File: config.mk
export PLATFORM = sky130hd
export DESIGN_NAME = bcd_accum_alu
export DESIGN_NICKNAME = d
export VERILOG_FILES = /design/src/rtl/bcd_alu_pkg.sv /design/src/rtl/bcd_nibble_chain.sv /design/src/rtl/bin_addsub.sv /design/src/rtl/bcd_accum_alu.sv
export SDC_FILE = /design/constraint.sdc
export NUM_CORES = 1
export LEC_CHECK = 0
export ABC_CLOCK_PERIOD_IN_PS = 14850
export BUFFER_PORTS_ARGS = -buffer_cell sky130_fd_sc_hd__buf_4
export CAP_MARGIN = 20
export CORE_UTILIZATION = 35
export DETAILED_ROUTE_END_ITERATION = 16
export MAX_ROUTING_LAYER = met4
export PLACE_DENSITY = 0.58
export SYNTH_ARGS = -nofsm -noshare
export SYNTH_HDL_FRONTEND = slang
export SYNTH_SLANG_ARGS = --single-unit
File: constraint.sdc
create_clock -name clk -period 14.85 [get_ports clk]
set_input_delay 0.7425 -clock clk [delete_from_list [all_inputs] [get_ports clk]]
set_output_delay 0.7425 -clock clk [all_outputs]
set_load 0.02 [all_outputs]
File: src/rtl/bcd_alu_pkg.sv
package bcd_alu_pkg;

  typedef enum logic [1:0] {
    OP_ADD  = 2'd0,
    OP_SUB  = 2'd1,
    OP_CMP  = 2'd2,
    OP_LOAD = 2'd3
  } alu_op_e;

  typedef struct packed {
    logic [3:0] val;
    logic       link;
  } nib_res_t;

  // one BCD digit of an add: link is the carry into the next digit
  function automatic nib_res_t dec_add_nib(input logic [3:0] a, input logic [3:0] b,
                                           input logic cin);
    logic [4:0] s;
    nib_res_t   r;
    s = {1'b0, a} + {1'b0, b} + {4'b0, cin};
    if (s > 5'd9) begin
      r.val  = s[3:0] - 4'd10;
      r.link = 1'b1;
    end else begin
      r.val  = s[3:0];
      r.link = 1'b0;
    end
    return r;
  endfunction

  // one BCD digit of a subtract: link is the borrow out of the digit
  function automatic nib_res_t dec_sub_nib(input logic [3:0] a, input logic [3:0] b,
                                           input logic bin);
    logic [4:0] t;
    nib_res_t   r;
    t = {1'b0, a} - {1'b0, b} - {4'b0, bin};
    if (t[4] || (t[3:0] > 4'd9)) begin
      r.val  = t[3:0] + 4'd10;
      r.link = 1'b1;
    end else begin
      r.val  = t[3:0];
      r.link = 1'b0;
    end
    return r;
  endfunction

  function automatic logic add_ovf(input logic sa, input logic sb, input logic sr);
    return (sa == sb) && (sr != sb);
  endfunction

  function automatic logic sub_ovf(input logic sa, input logic sb, input logic sr);
    return (sa != sb) && (sr != sa);
  endfunction

endpackage

File: src/rtl/bcd_nibble_chain.sv
module bcd_nibble_chain
  import bcd_alu_pkg::*;
#(
  parameter int NIBBLES  = 4,
  parameter int LOW_NIB  = 2,
  parameter bit SUBTRACT = 1'b0
) (
  input  logic [4*NIBBLES-1:0] a_i,
  input  logic [4*NIBBLES-1:0] b_i,
  input  logic                 link_i,
  output logic [4*NIBBLES-1:0] res_o,
  output logic                 link_low_o,
  output logic                 link_full_o
);
  logic [NIBBLES:0] link;
  assign link[0] = link_i;

  for (genvar i = 0; i < NIBBLES; i++) begin : g_dig
    nib_res_t r;
    if (SUBTRACT) begin : g_sub
      assign r = dec_sub_nib(a_i[4*i +: 4], b_i[4*i +: 4], link[i]);
    end else begin : g_add
      assign r = dec_add_nib(a_i[4*i +: 4], b_i[4*i +: 4], link[i]);
    end
    assign res_o[4*i +: 4] = r.val;
    assign link[i+1]       = r.link;
  end

  assign link_low_o  = link[LOW_NIB];
  assign link_full_o = link[NIBBLES];
endmodule

File: src/rtl/bin_addsub.sv
module bin_addsub #(
  parameter int W     = 16,
  parameter int LOW_W = 8
) (
  input  logic [W-1:0] a_i,
  input  logic [W-1:0] b_i,
  input  logic         cin_i,
  input  logic         sub_i,
  output logic [W-1:0] sum_o,
  output logic         cy_low_o,
  output logic         cy_full_o
);
  logic [W-1:0]   b_eff;
  logic [W:0]     full;
  logic [LOW_W:0] low;

  assign b_eff = sub_i ? ~b_i : b_i;
  assign full  = {1'b0, a_i} + {1'b0, b_eff} + {{W{1'b0}}, cin_i};
  assign low   = {1'b0, a_i[LOW_W-1:0]} + {1'b0, b_eff[LOW_W-1:0]} + {{LOW_W{1'b0}}, cin_i};

  assign sum_o     = full[W-1:0];
  assign cy_full_o = full[W];
  assign cy_low_o  = low[LOW_W];
endmodule

File: src/rtl/bcd_accum_alu.sv
module bcd_accum_alu
  import bcd_alu_pkg::*;
#(
  parameter int DW = 16,
  parameter int LW = 8
) (
  input  logic          clk,
  input  logic          rst_n,
  input  logic          op_valid,
  input  logic [1:0]    op_kind,
  input  logic [1:0]    reg_sel,
  input  logic [DW-1:0] operand,
  input  logic          wide,
  input  logic          dec_mode,
  input  logic          c_in,
  input  logic          v_in,
  output logic [DW-1:0] acc_q,
  output logic [DW-1:0] x_q,
  output logic [DW-1:0] y_q,
  output logic          n_q,
  output logic          v_q,
  output logic          z_q,
  output logic          c_q,
  output logic          done_q
);
  localparam int NIB  = DW / 4;
  localparam int LNIB = LW / 4;

  alu_op_e kind;
  assign kind = alu_op_e'(op_kind);

  logic is_cmp, is_load;
  assign is_cmp  = (kind == OP_CMP);
  assign is_load = (kind == OP_LOAD);

  // register picked by reg_sel (X, Y, otherwise A)
  logic [DW-1:0] sel_reg;
  always_comb begin
    case (reg_sel)
      2'd1:    sel_reg = x_q;
      2'd2:    sel_reg = y_q;
      default: sel_reg = acc_q;
    endcase
  end

  // binary path: compare uses the selected register with carry forced in
  logic [DW-1:0] bin_a, bin_sum;
  logic          bin_cy_low, bin_cy_full;
  assign bin_a = is_cmp ? sel_reg : acc_q;

  bin_addsub #(.W(DW), .LOW_W(LW)) u_bin (
    .a_i(bin_a), .b_i(operand), .cin_i(is_cmp | c_in), .sub_i(kind != OP_ADD),
    .sum_o(bin_sum), .cy_low_o(bin_cy_low), .cy_full_o(bin_cy_full)
  );

  // decimal paths
  logic [DW-1:0] dadd_res, dsub_res;
  logic          dadd_cy_low, dadd_cy_full, dsub_bo_low, dsub_bo_full;

  bcd_nibble_chain #(.NIBBLES(NIB), .LOW_NIB(LNIB), .SUBTRACT(1'b0)) u_dadd (
    .a_i(acc_q), .b_i(operand), .link_i(c_in),
    .res_o(dadd_res), .link_low_o(dadd_cy_low), .link_full_o(dadd_cy_full)
  );

  bcd_nibble_chain #(.NIBBLES(NIB), .LOW_NIB(LNIB), .SUBTRACT(1'b1)) u_dsub (
    .a_i(acc_q), .b_i(operand), .link_i(~c_in),
    .res_o(dsub_res), .link_low_o(dsub_bo_low), .link_full_o(dsub_bo_full)
  );

  // result and carry selection
  logic [DW-1:0] res;
  logic          res_cy;
  always_comb begin
    res    = bin_sum;
    res_cy = wide ? bin_cy_full : bin_cy_low;
    if (is_load) begin
      res    = operand;
      res_cy = c_in;
    end else if (dec_mode && kind == OP_ADD) begin
      res    = dadd_res;
      res_cy = wide ? dadd_cy_full : dadd_cy_low;
    end else if (dec_mode && kind == OP_SUB) begin
      res    = dsub_res;
      res_cy = wide ? ~dsub_bo_full : ~dsub_bo_low;
    end
  end

  // sign bits of the active width, named for the checker
  logic sign_a, sign_b, sign_r;
  assign sign_a = wide ? bin_a[DW-1]   : bin_a[LW-1];
  assign sign_b = wide ? operand[DW-1] : operand[LW-1];
  assign sign_r = wide ? res[DW-1]     : res[LW-1];

  logic res_v;
  always_comb begin
    case (kind)
      OP_ADD:  res_v = add_ovf(sign_a, sign_b, sign_r);
      OP_SUB:  res_v = sub_ovf(sign_a, sign_b, sign_r);
      default: res_v = v_in;
    endcase
  end

  logic res_zero;
  assign res_zero = wide ? (res == '0) : (res[LW-1:0] == '0);

  // width merge: narrow writes keep the target's high byte
  logic [DW-1:0] tgt_old, wr_val;
  assign tgt_old = is_load ? sel_reg : acc_q;
  assign wr_val  = wide ? res : {tgt_old[DW-1:LW], res[LW-1:0]};

  logic acc_we, x_we, y_we;
  assign acc_we = op_valid && ((kind == OP_ADD) || (kind == OP_SUB) ||
                               (is_load && reg_sel != 2'd1 && reg_sel != 2'd2));
  assign x_we   = op_valid && is_load && reg_sel == 2'd1;
  assign y_we   = op_valid && is_load && reg_sel == 2'd2;

  always_ff @(posedge clk) begin
    if (!rst_n) begin
      acc_q  <= '0;
      x_q    <= '0;
      y_q    <= '0;
      n_q    <= 1'b0;
      v_q    <= 1'b0;
      z_q    <= 1'b0;
      c_q    <= 1'b0;
      done_q <= 1'b0;
    end else begin
      done_q <= op_valid;
      if (acc_we) acc_q <= wr_val;
      if (x_we)   x_q   <= wr_val;
      if (y_we)   y_q   <= wr_val;
      if (op_valid) begin
        n_q <= sign_r;
        v_q <= res_v;
        z_q <= res_zero;
        c_q <= res_cy;
      end
    end
  end
endmodule

# Word level (Yosys, flattened, before mapping)
# Cells that the tools add are included.
[word_totals] wordCells=107 register_bits=53 out_inout_bits=53 input_bits=27
[classes] n_mux=27 bitwise_logic=5 magnitude_cmp=8 addsub=28 n_reduce_logical=20 n_eq_ne=11
[ops] op="two-way mux 16 bit" count=7
[ops] op="two-way mux 5 bit" count=8
[ops] op="case mux 16 bit (2 select lines)" count=1
[ops] op="adder 4 x 4 -> 5 bit" count=4
[ops] op="adder 5 x 1 -> 5 bit" count=4
[ops] op="greater-than comparator 5 x 4 -> 1 bit (second input constant)" count=4
[ops] op="subtractor 4 x 4 -> 5 bit" count=4
[ops] op="subtractor 5 x 1 -> 5 bit" count=4
[ops] op="adder 16 x 16 -> 17 bit" count=1
[ops] op="adder 17 x 1 -> 17 bit" count=1
[ops] op="adder 4 bit (second input constant)" count=4
[ops] op="greater-than comparator 4 bit (second input constant)" count=4
[ops] op="zero test 16 bit" count=1
[ops] op="NOT 16 bit" count=1
[ops] op="subtractor 4 bit (second input constant)" count=4
[ops] op="logical AND 1 bit" count=10
[ops] op="two-way mux 1 bit" count=10
[ops] op="adder 8 x 8 -> 9 bit" count=1
[ops] op="adder 9 x 1 -> 9 bit" count=1
[ops] op="zero test 8 bit" count=1
[ops] op="== test 2 bit (second input constant)" count=3
[ops] op="logical OR 1 bit" count=6
[ops] op="== test 2 x 1 -> 1 bit (second input constant)" count=2
[ops] op="inequality test 1 bit" count=3
[ops] op="8 further kinds" count=10

# Logic depth before layout (Yosys ltp)
# Gate-level depths: netlist (run 1).
[depth] depth_word=24 mapped_depth=38 depth_no_buf=38

# Modules after synthesis
# Synthesis (run 1) repeated with hierarchy kept, for this count alone.
[unflattened] cells_unflattened=816 hier_area_um2=6465.0
[by_module_without_submodules] module="bcd_accum_alu" cells_per_inst=404 n_inst=1 area_per_inst_um2=3203.1 seq_area_each_um2=1061.0
[by_module_without_submodules] module="bcd_nibble_chain at u_dsub" cells_per_inst=176 n_inst=1 area_per_inst_um2=1362.6 seq_area_each_um2=0.0
[by_module_without_submodules] module="bin_addsub" cells_per_inst=131 n_inst=1 area_per_inst_um2=988.4 seq_area_each_um2=0.0
[by_module_without_submodules] module="bcd_nibble_chain at u_dadd" cells_per_inst=105 n_inst=1 area_per_inst_um2=910.9 seq_area_each_um2=0.0

# Worst setup path before layout (run 1)
# No wires, ideal clock.
[synth_path] kind="in2reg" startpoint="input port c_in" endpoint="register z_q" arrival_ps=8221 n_path_buf=0 setup_slack_ps=6550 required_ps=14771 setup_time_ps=79 stages=35 path_cell_list="inv_1 fa_1 fa_1 xnor2_1 ha_1 o21ai_0 a31oi_1 inv_1 fa_1 inv_1 fa_1 ha_1 a32o_1 o21ai_1 fa_1 inv_1 fa_1 xnor2_1 ha_1 nand2_1 a32o_1 o21ai_1 fa_1 inv_1 fa_1 xnor2_1 ha_1 nand2_1 a221oi_2 nor2b_1 xnor2_1 o221ai_2 a2111oi_2 nand4b_1 a211oi_2"
[synth_via] elab_chain_len=22 word_cells_on_any_way=45 classes_between="add/sub: 17; order compare: 8; mux: 12; bitwise: 2; reduce/logical: 6"
[synth_lines] element="start: declaration" line="bcd_accum_alu.sv:15" source="input logic c_in,"
[synth_lines] element="NOT 1 bit" line="bcd_accum_alu.sv:66" source=".a_i(acc_q), .b_i(operand), .link_i(~c_in),"
[synth_lines] element="subtractor 5 x 1 -> 5 bit" line="bcd_alu_pkg.sv:36" source="t = {1'b0, a} - {1'b0, b} - {4'b0, bin};"
[synth_lines] element="greater-than comparator 4 bit" line="bcd_alu_pkg.sv:37" source="if (t[4] || (t[3:0] > 4'd9)) begin"
[synth_lines] element="logical OR 1 bit" line="bcd_alu_pkg.sv:37"
[synth_lines] element="two-way mux 5 bit" line="bcd_alu_pkg.sv:37"
[synth_lines] element="subtractor 5 x 1 -> 5 bit" line="bcd_alu_pkg.sv:36"
[synth_lines] element="greater-than comparator 4 bit" line="bcd_alu_pkg.sv:37"
[synth_lines] element="logical OR 1 bit" line="bcd_alu_pkg.sv:37"
[synth_lines] element="(+6 left out)"
[synth_lines] element="greater-than comparator 4 bit" line="bcd_alu_pkg.sv:37"
[synth_lines] element="logical OR 1 bit" line="bcd_alu_pkg.sv:37"
[synth_lines] element="two-way mux 5 bit" line="bcd_alu_pkg.sv:37"
[synth_lines] element="two-way mux 16 bit" line="bcd_accum_alu.sv:82" source="end else if (dec_mode && kind == OP_SUB) begin"
[synth_lines] element="two-way mux 16 bit (*)" line="bcd_accum_alu.sv:79" source="end else if (dec_mode && kind == OP_ADD) begin"
[synth_lines] element="two-way mux 16 bit (*)" line="bcd_accum_alu.sv:76" source="if (is_load) begin"
[synth_lines] element="zero test 16 bit" line="bcd_accum_alu.sv:104" source="assign res_zero = wide ? (res == '0) : (res[LW-1:0] == '0);"
[synth_lines] element="two-way mux 1 bit (*)" line="bcd_accum_alu.sv:104"
[synth_lines] element="end signal: assignment" line="bcd_accum_alu.sv:135" source="z_q <= res_zero;"
[synth_lines] element="end: declaration" line="bcd_accum_alu.sv:22" source="output logic z_q,"
# Every way passes the cells marked *; elsewhere a longest branch is shown, timed or not.
# A chain may end at the register's enable or synchronous reset.

# Worst setup path in the final report (run 1)
[layout_path] startpoint="input port operand[0]" endpoint="register y_q[14]"
[layout_via] elab_chain_len=21 word_cells_on_any_way=40 classes_between="add/sub: 14; order compare: 8; mux: 13; bitwise: 1; reduce/logical: 4"
[layout_lines] element="start: declaration" line="bcd_accum_alu.sv:12" source="input logic [DW-1:0] operand,"
[layout_lines] element="subtractor 4 x 4 -> 5 bit" line="bcd_alu_pkg.sv:36"
[layout_lines] element="subtractor 5 x 1 -> 5 bit" line="bcd_alu_pkg.sv:36"
[layout_lines] element="greater-than comparator 4 bit" line="bcd_alu_pkg.sv:37"
[layout_lines] element="logical OR 1 bit" line="bcd_alu_pkg.sv:37"
[layout_lines] element="two-way mux 5 bit" line="bcd_alu_pkg.sv:37"
[layout_lines] element="subtractor 5 x 1 -> 5 bit" line="bcd_alu_pkg.sv:36"
[layout_lines] element="greater-than comparator 4 bit" line="bcd_alu_pkg.sv:37"
[layout_lines] element="logical OR 1 bit" line="bcd_alu_pkg.sv:37"
[layout_lines] element="(+5 left out)"
[layout_lines] element="subtractor 5 x 1 -> 5 bit" line="bcd_alu_pkg.sv:36"
[layout_lines] element="greater-than comparator 4 bit" line="bcd_alu_pkg.sv:37"
[layout_lines] element="logical OR 1 bit" line="bcd_alu_pkg.sv:37"
[layout_lines] element="two-way mux 5 bit" line="bcd_alu_pkg.sv:37"
[layout_lines] element="two-way mux 16 bit" line="bcd_accum_alu.sv:82"
[layout_lines] element="two-way mux 16 bit (*)" line="bcd_accum_alu.sv:79"
[layout_lines] element="two-way mux 16 bit (*)" line="bcd_accum_alu.sv:76"
[layout_lines] element="two-way mux 16 bit (*)" line="bcd_accum_alu.sv:109" source="assign wr_val = wide ? res : {tgt_old[DW-1:LW], res[LW-1:0]};"
[layout_lines] element="end signal: assignment" line="bcd_accum_alu.sv:131" source="if (y_we) y_q <= wr_val;"
[layout_lines] element="end: declaration" line="bcd_accum_alu.sv:19" source="output logic [DW-1:0] y_q,"
# Marked as above.

==> metrics.md, run 1 <==
| Metric | Value |
|---|---|
| Clk pin slew, worst setup/hold paths | 0.07 ns |
| Fmax | 0.107 GHz |
| Worst path max stage delay | 0.49 ns |
| # setup viols final | 0 |
| Pwr Density | 109 nW/um2 |
| RSZ-0062 raised after global routing | false |
| Fin crit period | 9.35 ns |
| Final setup TNS | 0 ns |
| Setup WS pre-CTS | between 5 and 6 ns |
| Final hold violation count | 0 |
| Routed vias/inst | 5.55 |
| Worst min path class | flip-flop to flip-flop |
| WL/cell | 17.5 um |
| Mux cell area share after synthesis | 0.0295 |
| Cell Rows | 47 |
| Nets | 953 |
| Least-Margin Pin Slew | ~0.93 ns |
| Antenna-violating nets left | 0 |
| Status | finished clean |
| Clock sink count | 53 |
| Detailed Route Iter0 Violations | 437 |
| CTS root buf | clkbuf_16 |
| Post-synth top area cell | dfxtp_1 |
| Post-CTS setup buffers | 0 |
| FF-to-FF path depth | 38 |
| ANT cells | 0 |
| Post-Synth Simple-Gate Area | 0.192 |
| Util after Layout | 0.415 |
| Post-synth net total | 899 |
| Filler Cells Inserted | 1745 |
| DR vias | 5922 |
| Post-synth ARST share | 0 |
| Starting Density | 0.359 |
| Cell Area, Placed | 6750 um2 |
| Worst skew pair latency | 0.30 ns |
| PortBufs | 79 |
| Main combinational cell family by area after synthesis | compound AO/OA/AOI/OAI gates |
| Reg2reg setup slack | 5.70 ns |
| CTS tree | done |
| Rel. slew slack | 0.377 |
| Ys Warns | 0 |
| Synth Register Bits | 53 |
| Vias in the first global route | around 5600 |
| Num CTS Buffers | 5 |
| Final WS setup | 5.50 ns |
| Count leader, synth | nor2_1 |
| Final Power | 0.756 mW |
| Die H | 133 um |
| Area share of fa/ha/maj cells after synthesis | 0.188 |
| Post-cts sizing count | 0 |
| Commonest cells post-synth | nor2_1 (101), a21oi_1 (76), ha_1 (61), inv_1 (58), dfxtp_1 (53) |
| Worst setup SP type | primary input |
| First-pass GRT wire length | 30.4 mm |
| Largest net degree at the start of global routing | 47 |
| Hpwl dp | between 10 and 15 mm |
| Clk buf depth | 2 |
| CP startpoint | operand[0] |
| Post-Syn Instances | 793 |
| DRC viols | 0 |
| Worst Path Max Fanout | 6 |
| Most used DFF post-synth | dfxtp_1 |
| Tcrit/Tclk final | 0.629 |
| Top-area cell type share of the netlist area | 0.177 |
| Reg-to-Reg End | y_q[14] |
| Placer Congestion | 0.988 |
| Worst setup path class | primary input to flip-flop |
| Total length of routed wires | 18.7 mm |
| Router iterations before antenna repair | 5 |
| Worst r2r src | acc_q[0] |
| CP max-delay cell | fa_1 |
| GRT Total Usage | 0.223 |
| Synthesis-to-layout area growth | 15.6% |
| Crit path to | y_q[14] |
| Yosys cell types | 66 |
| Post-synthesis compound-gate area fraction | 0.287 |
| Critical Path Most Common Cell | fa_1 |
| Req. time, crit path | 15.00 ns |
| Share of layout cells above drive strength 1 | 0.132 |
| Post-synthesis area per instance | 7.54 um2 |
| Sequential area share after synthesis | 0.177 |
| H-tree levels | 2 |
| Initial antenna violation count | 0 |
| Chip width | 133 um |
| Die area | 17600 um2 |
| Skew final | ~0.0057 ns |
| Largest cells by area after synthesis | dfxtp_1 (18%), ha_1 (13%), a21oi_1 (6.4%) |
| Peak VDD IR | 0.0000820 V |
| Post-synthesis cell area | 5980 um2 |
| Hold_buf cts | 0 |
| P_leak | about 3 nW |
| Number of synthesized flops with an enable pin | 0 |
| Total grt overflow | 0 |
| IO Count | 80 |
| Post-route cell area | between 6000 and 7000 um2 |
| Area of the core | 16600 um2 |
| Crit path DAT | 9.49 ns |
| Max cap viols | 0 |
| Slew Viols, Final | 0 |
| Crit end category | flip-flop |
| Xor and xnor area share after synthesis | 0.0659 |
## report_power, final
group          internal (mW)  switching (mW)  total (mW)
clock network         0.0784          0.0526       0.131
registers              0.150          0.0126       0.162
logic                  0.192           0.271       0.463
total                  0.420           0.336       0.756
## layout make-up
cell class / count / area, um2 / share of cell area
Multi-Input combinational cell: 644 / 4560 / 0.660
Sequential cell: 53 / 1060 / 0.154
Timing Repair Buffer: 84 / 631 / 0.0912
Tap cell: 220 / 275 / 0.0398
Inverter: 59 / 221 / 0.0320
Clock buffer: 5 / 125 / 0.0181
Clock inverter: 2 / 35.0 / 0.00507
## worst min-delay path by stage
stage                     startpoint  endpoint  slack [ns]  cells past startpoint
after global routing          x_q[0]    x_q[0]        0.50                      2
after detailed placement      y_q[7]    y_q[7]        0.47                      2
after global placement        y_q[7]    y_q[7]        0.47                      2
after floorplan                  n_q       n_q        0.54                      2
final                         y_q[7]    y_q[7]        0.48                      2
after CTS                     y_q[7]    y_q[7]        0.48                      2
## worst max-delay path: cells and delay by family
kind / cells / cell delay (ns)
and+or+nand+nor: 6 / 0.50
adders and majority gates: 12 / 3.70
xor gates and xnor gates: 4 / 1.42
muxes: 1 / 0.14
buffers and inverters: 7 / 0.48
AOI/OAI and AO/OA: 9 / 2.48
## routing by layer
layer / wire (um) / GRT usage / vias to the layer above
met3: 905 / 0.0157 / 25
li1: - / - / 2960
met2: 7920 / 0.326 / 173
met1: 9480 / 0.326 / 2764
met4: 381 / 0.0651 / 0
met5: 0 / - / -
## cell usage in the layout (no fill, tap or decap), drive strengths merged, types with 13 or more instances in the layout
master,netlist,final
a211oi,35,35
a21oi,76,76
a22oi,19,19
buf,1,84
dfxtp,53,53
fa,18,18
ha,61,61
inv,59,59
nand2,51,51
nand3,13,13
nor2,101,101
o21ai,44,44
xnor2,36,36
## flip-flops by register name, indices dropped and copies added, names as in the netlist
signal,count
acc_q,16
c_q,1
done_q,1
n_q,1
v_q,1
x_q,16
y_q,16
z_q,1
## metrics by stage
stage	instances	hold slack (ns)
floorplan	793	0.544
global placement	1060	0.469
detailed placement	1060	0.470
CTS	1067	0.481
global route	1067	0.502
finish	1067	0.481
## kinds of logic after synthesis
family          Yosys count
compound gates          260
xor+xnor                 45
fa+ha+maj                79
buf+inv                  96
flops                    53
mux                      17
simple gates            243
Note: power is estimated with default switching activity, not from simulation.
==> inputs of run 2 (changes only) <==
--- a/config.mk
+++ b/config.mk
@@ -5,13 +5,13 @@
 export SDC_FILE = /design/constraint.sdc
 export NUM_CORES = 1
 export LEC_CHECK = 0
-export ABC_CLOCK_PERIOD_IN_PS = 14850
+export ABC_CLOCK_PERIOD_IN_PS = 8060
 export BUFFER_PORTS_ARGS = -buffer_cell sky130_fd_sc_hd__buf_4
 export CAP_MARGIN = 20
 export CORE_UTILIZATION = 35
 export DETAILED_ROUTE_END_ITERATION = 16
 export MAX_ROUTING_LAYER = met4
-export PLACE_DENSITY = 0.58
+export PLACE_DENSITY = 0.6
 export SYNTH_ARGS = -nofsm -noshare
 export SYNTH_HDL_FRONTEND = slang
 export SYNTH_SLANG_ARGS = --single-unit
==> constraint.sdc (replaced) <==
create_clock -name clk -period 8.06 [get_ports clk]
set_input_delay 0.403 -clock clk [delete_from_list [all_inputs] [get_ports clk]]
set_output_delay 0.403 -clock clk [all_outputs]
set_load 0.02 [all_outputs]
==> run 2 against run 1 <==
Net effect: flip-flop and latch count stayed put; non-clock buffer count is 45 higher; sequential power is 83% higher; largest power group unchanged; via count is 2.7% higher; utilization is 2.8 points higher; count of clock-buffer cells in the layout is 1 higher; cell count is 4.3% higher; critical path depth is 3 lower; highest routed layer unchanged; worst hold slack worse by 0.062 ns.
==> metrics.md, run 2 (synthesized netlist as in run 1, its figures left out) <==
| Metric | Value |
|---|---|
| Status | finished clean |
| Commonest non-fill, non-tap cell in the layout | buf_4 |
| CTS tree | done |
| Total length of routed wires | 19.0 mm |
| Fin crit period | approximately 7.7 ns |
| Starting Density | 0.359 |
| IO Count | 80 |
| Cell Area, Placed | 7080 um2 |
| WL/cell | 17.1 um |
| Area of the core | 16600 um2 |
| Worst path max stage delay | between 0.4 and 0.5 ns |
| Multi-input logic area | 4710 um2 |
| First-pass GRT wire length | 30.1 mm |
| Vias in the first global route | 5613 |
| Antenna-violating nets left | 0 |
| Crit end category | flip-flop |
| Crit path DAT | 7.83 ns |
| Worst setup path class | flip-flop to flip-flop |
| Top flop regs | acc_q (16), x_q (16), y_q (16) |
| Detailed Route Iter0 Violations | 321 |
| Clock group share of total power | 0.141 |
| Initial antenna violation count | 0 |
| Clk buf depth | 2 |
| Worst Path Max Fanout | 4 |
| Util after Layout | 0.444 |
| CP max-delay cell | fa_2 |
| Worst min path class | primary input to flip-flop |
| Synthesis-to-layout area growth | 23.4% |
| Die area | ~18000 um2 |
| # setup viols final | 0 |
| Worst setup SP type | flip-flop |
| Commonest non-fill, non-tap cells in the layout | buf_4 (129), nor2_1 (99), a21oi_1 (75), ha_1 (60), inv_1 (58) |
| Flop pwr share | 0.195 |
| GRT Total Usage | 0.219 |
| Router iterations before antenna repair | 4 |
| Combinational power share | 0.664 |
| DR vias | 6084 |
| Cell Rows | 47 |
| Routed vias/inst | approximately 5.5 |
| Clock sink count | 53 |
| Final setup TNS | 0 ns |
| Rel. slew slack | 0.391 |
| Switching fraction of total power | 0.437 |
| Nets | 998 |
| Num CTS Buffers | 5 |
| DRC viols | 0 |
| Total grt overflow | 0 |
| Worst skew pair latency | 0.29 ns |
| Final Power | between 1.5 and 2 mW |
| CTS root buf | clkbuf_16 |
| Setup WS pre-CTS | -0.498 ns |
| Req. time, crit path | 8.22 ns |
| ANT cells | 0 |
| Final hold violation count | 0 |
| Fmax | about 0.13 GHz |
| FF+latch area | 1060 um2 |
| Final WS setup | 0.391 ns |
| Placer Congestion | 0.975 |
| Filler Cells Inserted | 1747 |
| P_int | about 0.86 mW |
| Psw | ~0.67 mW |
| Tcrit/Tclk final | 0.951 |
| Pwr Density | 207 nW/um2 |
| H-tree levels | 2 |
| Largest net degree at the start of global routing | 47 |
| Post-route cell area | 7380 um2 |
| Clk pin slew, worst setup/hold paths | 0.07 ns |
| Skew final | 0.00378 ns |
| P_leak | 3.23 nW |
| Hpwl dp | 15.0 mm |
| Least-Margin Pin Slew | between 0.9 and 1 ns |
| Peak VDD IR | 0.000133 V |
| Chip width | 133 um |
| Max cap viols | 0 |
| Hold_buf cts | 0 |
| Die H | between 100 and 150 um |
| PortBufs | 79 |
| Slew Viols, Final | 0 |
| Share of layout cells above drive strength 1 | 0.202 |
## run 2: path summary, 6_finish.rpt
path / to / start / slack, ns / cells past startpoint
max: v_q / acc_q[0] / 0.39 / 36
min: acc_q[9] / rst_n / 0.42 / 3
max reg2reg: v_q / acc_q[0] / 0.39 / 36
min reg2reg: x_q[4] / x_q[4] / 0.48 / 2
## run 2: critical path: cells and delay by family, from the launching register on
kind                       cells  cell delay [ns]
adders and majority gates     10             3.47
AOI/OAI and AO/OA              8             1.21
DFF                            1             0.33
muxes                          2             0.56
and+or+nand+nor                5             0.68
buffers and inverters          9             0.88
xor gates and xnor gates       2             0.39
## run 2: power groups by stage
stage	combinational (mW)	clock [mW]	sequential, mW
final	1.01	0.215	0.297
after global placement	0.941	0	0.303
after detailed placement	0.945	0	0.302
after CTS	0.958	0.218	0.296
after floorplan	0.615	0	0.313
after global routing	1.12	0.228	0.299
## run 2: area by class of cell
class,count,share of cell area
flip-flops and latches,53,0.144
inverters,59,0.0300
clock buffers,6,0.0175
well taps,220,0.0373
clock inverters,2,0.00203
multi-input cells,644,0.638
repair buffers,129,0.131
## run 2: repair_timing
action                                  CTS  global route
endpoints found under the setup margin   13            13
buffers inserted                          0             1
gates resized for setup                   4            30
pin swaps                                 0            11
## run 2: through the flow
| stage | hold slack, ns | std cells |
|---|---|---|
| 2_1_floorplan | 0.544 | 793 |
| 3_3_place_gp | 0.462 | 1104 |
| 3_5_place_dp | 0.471 | 1104 |
| 4_1_cts | 0.416 | 1112 |
| 5_1_grt | 0.433 | 1113 |
| 6_report | 0.419 | 1113 |
## run 2: per-layer routing
layer	track usage	up-vias	routed length [um]	part of all wire
met3	0.0192	18	1050	0.055
met2	0.328	190	8180	0.43
met1	0.316	2822	9550	0.50
met5	-	-	0	0
li1	-	3054	-	-
met4	0.0524	0	248	0.013
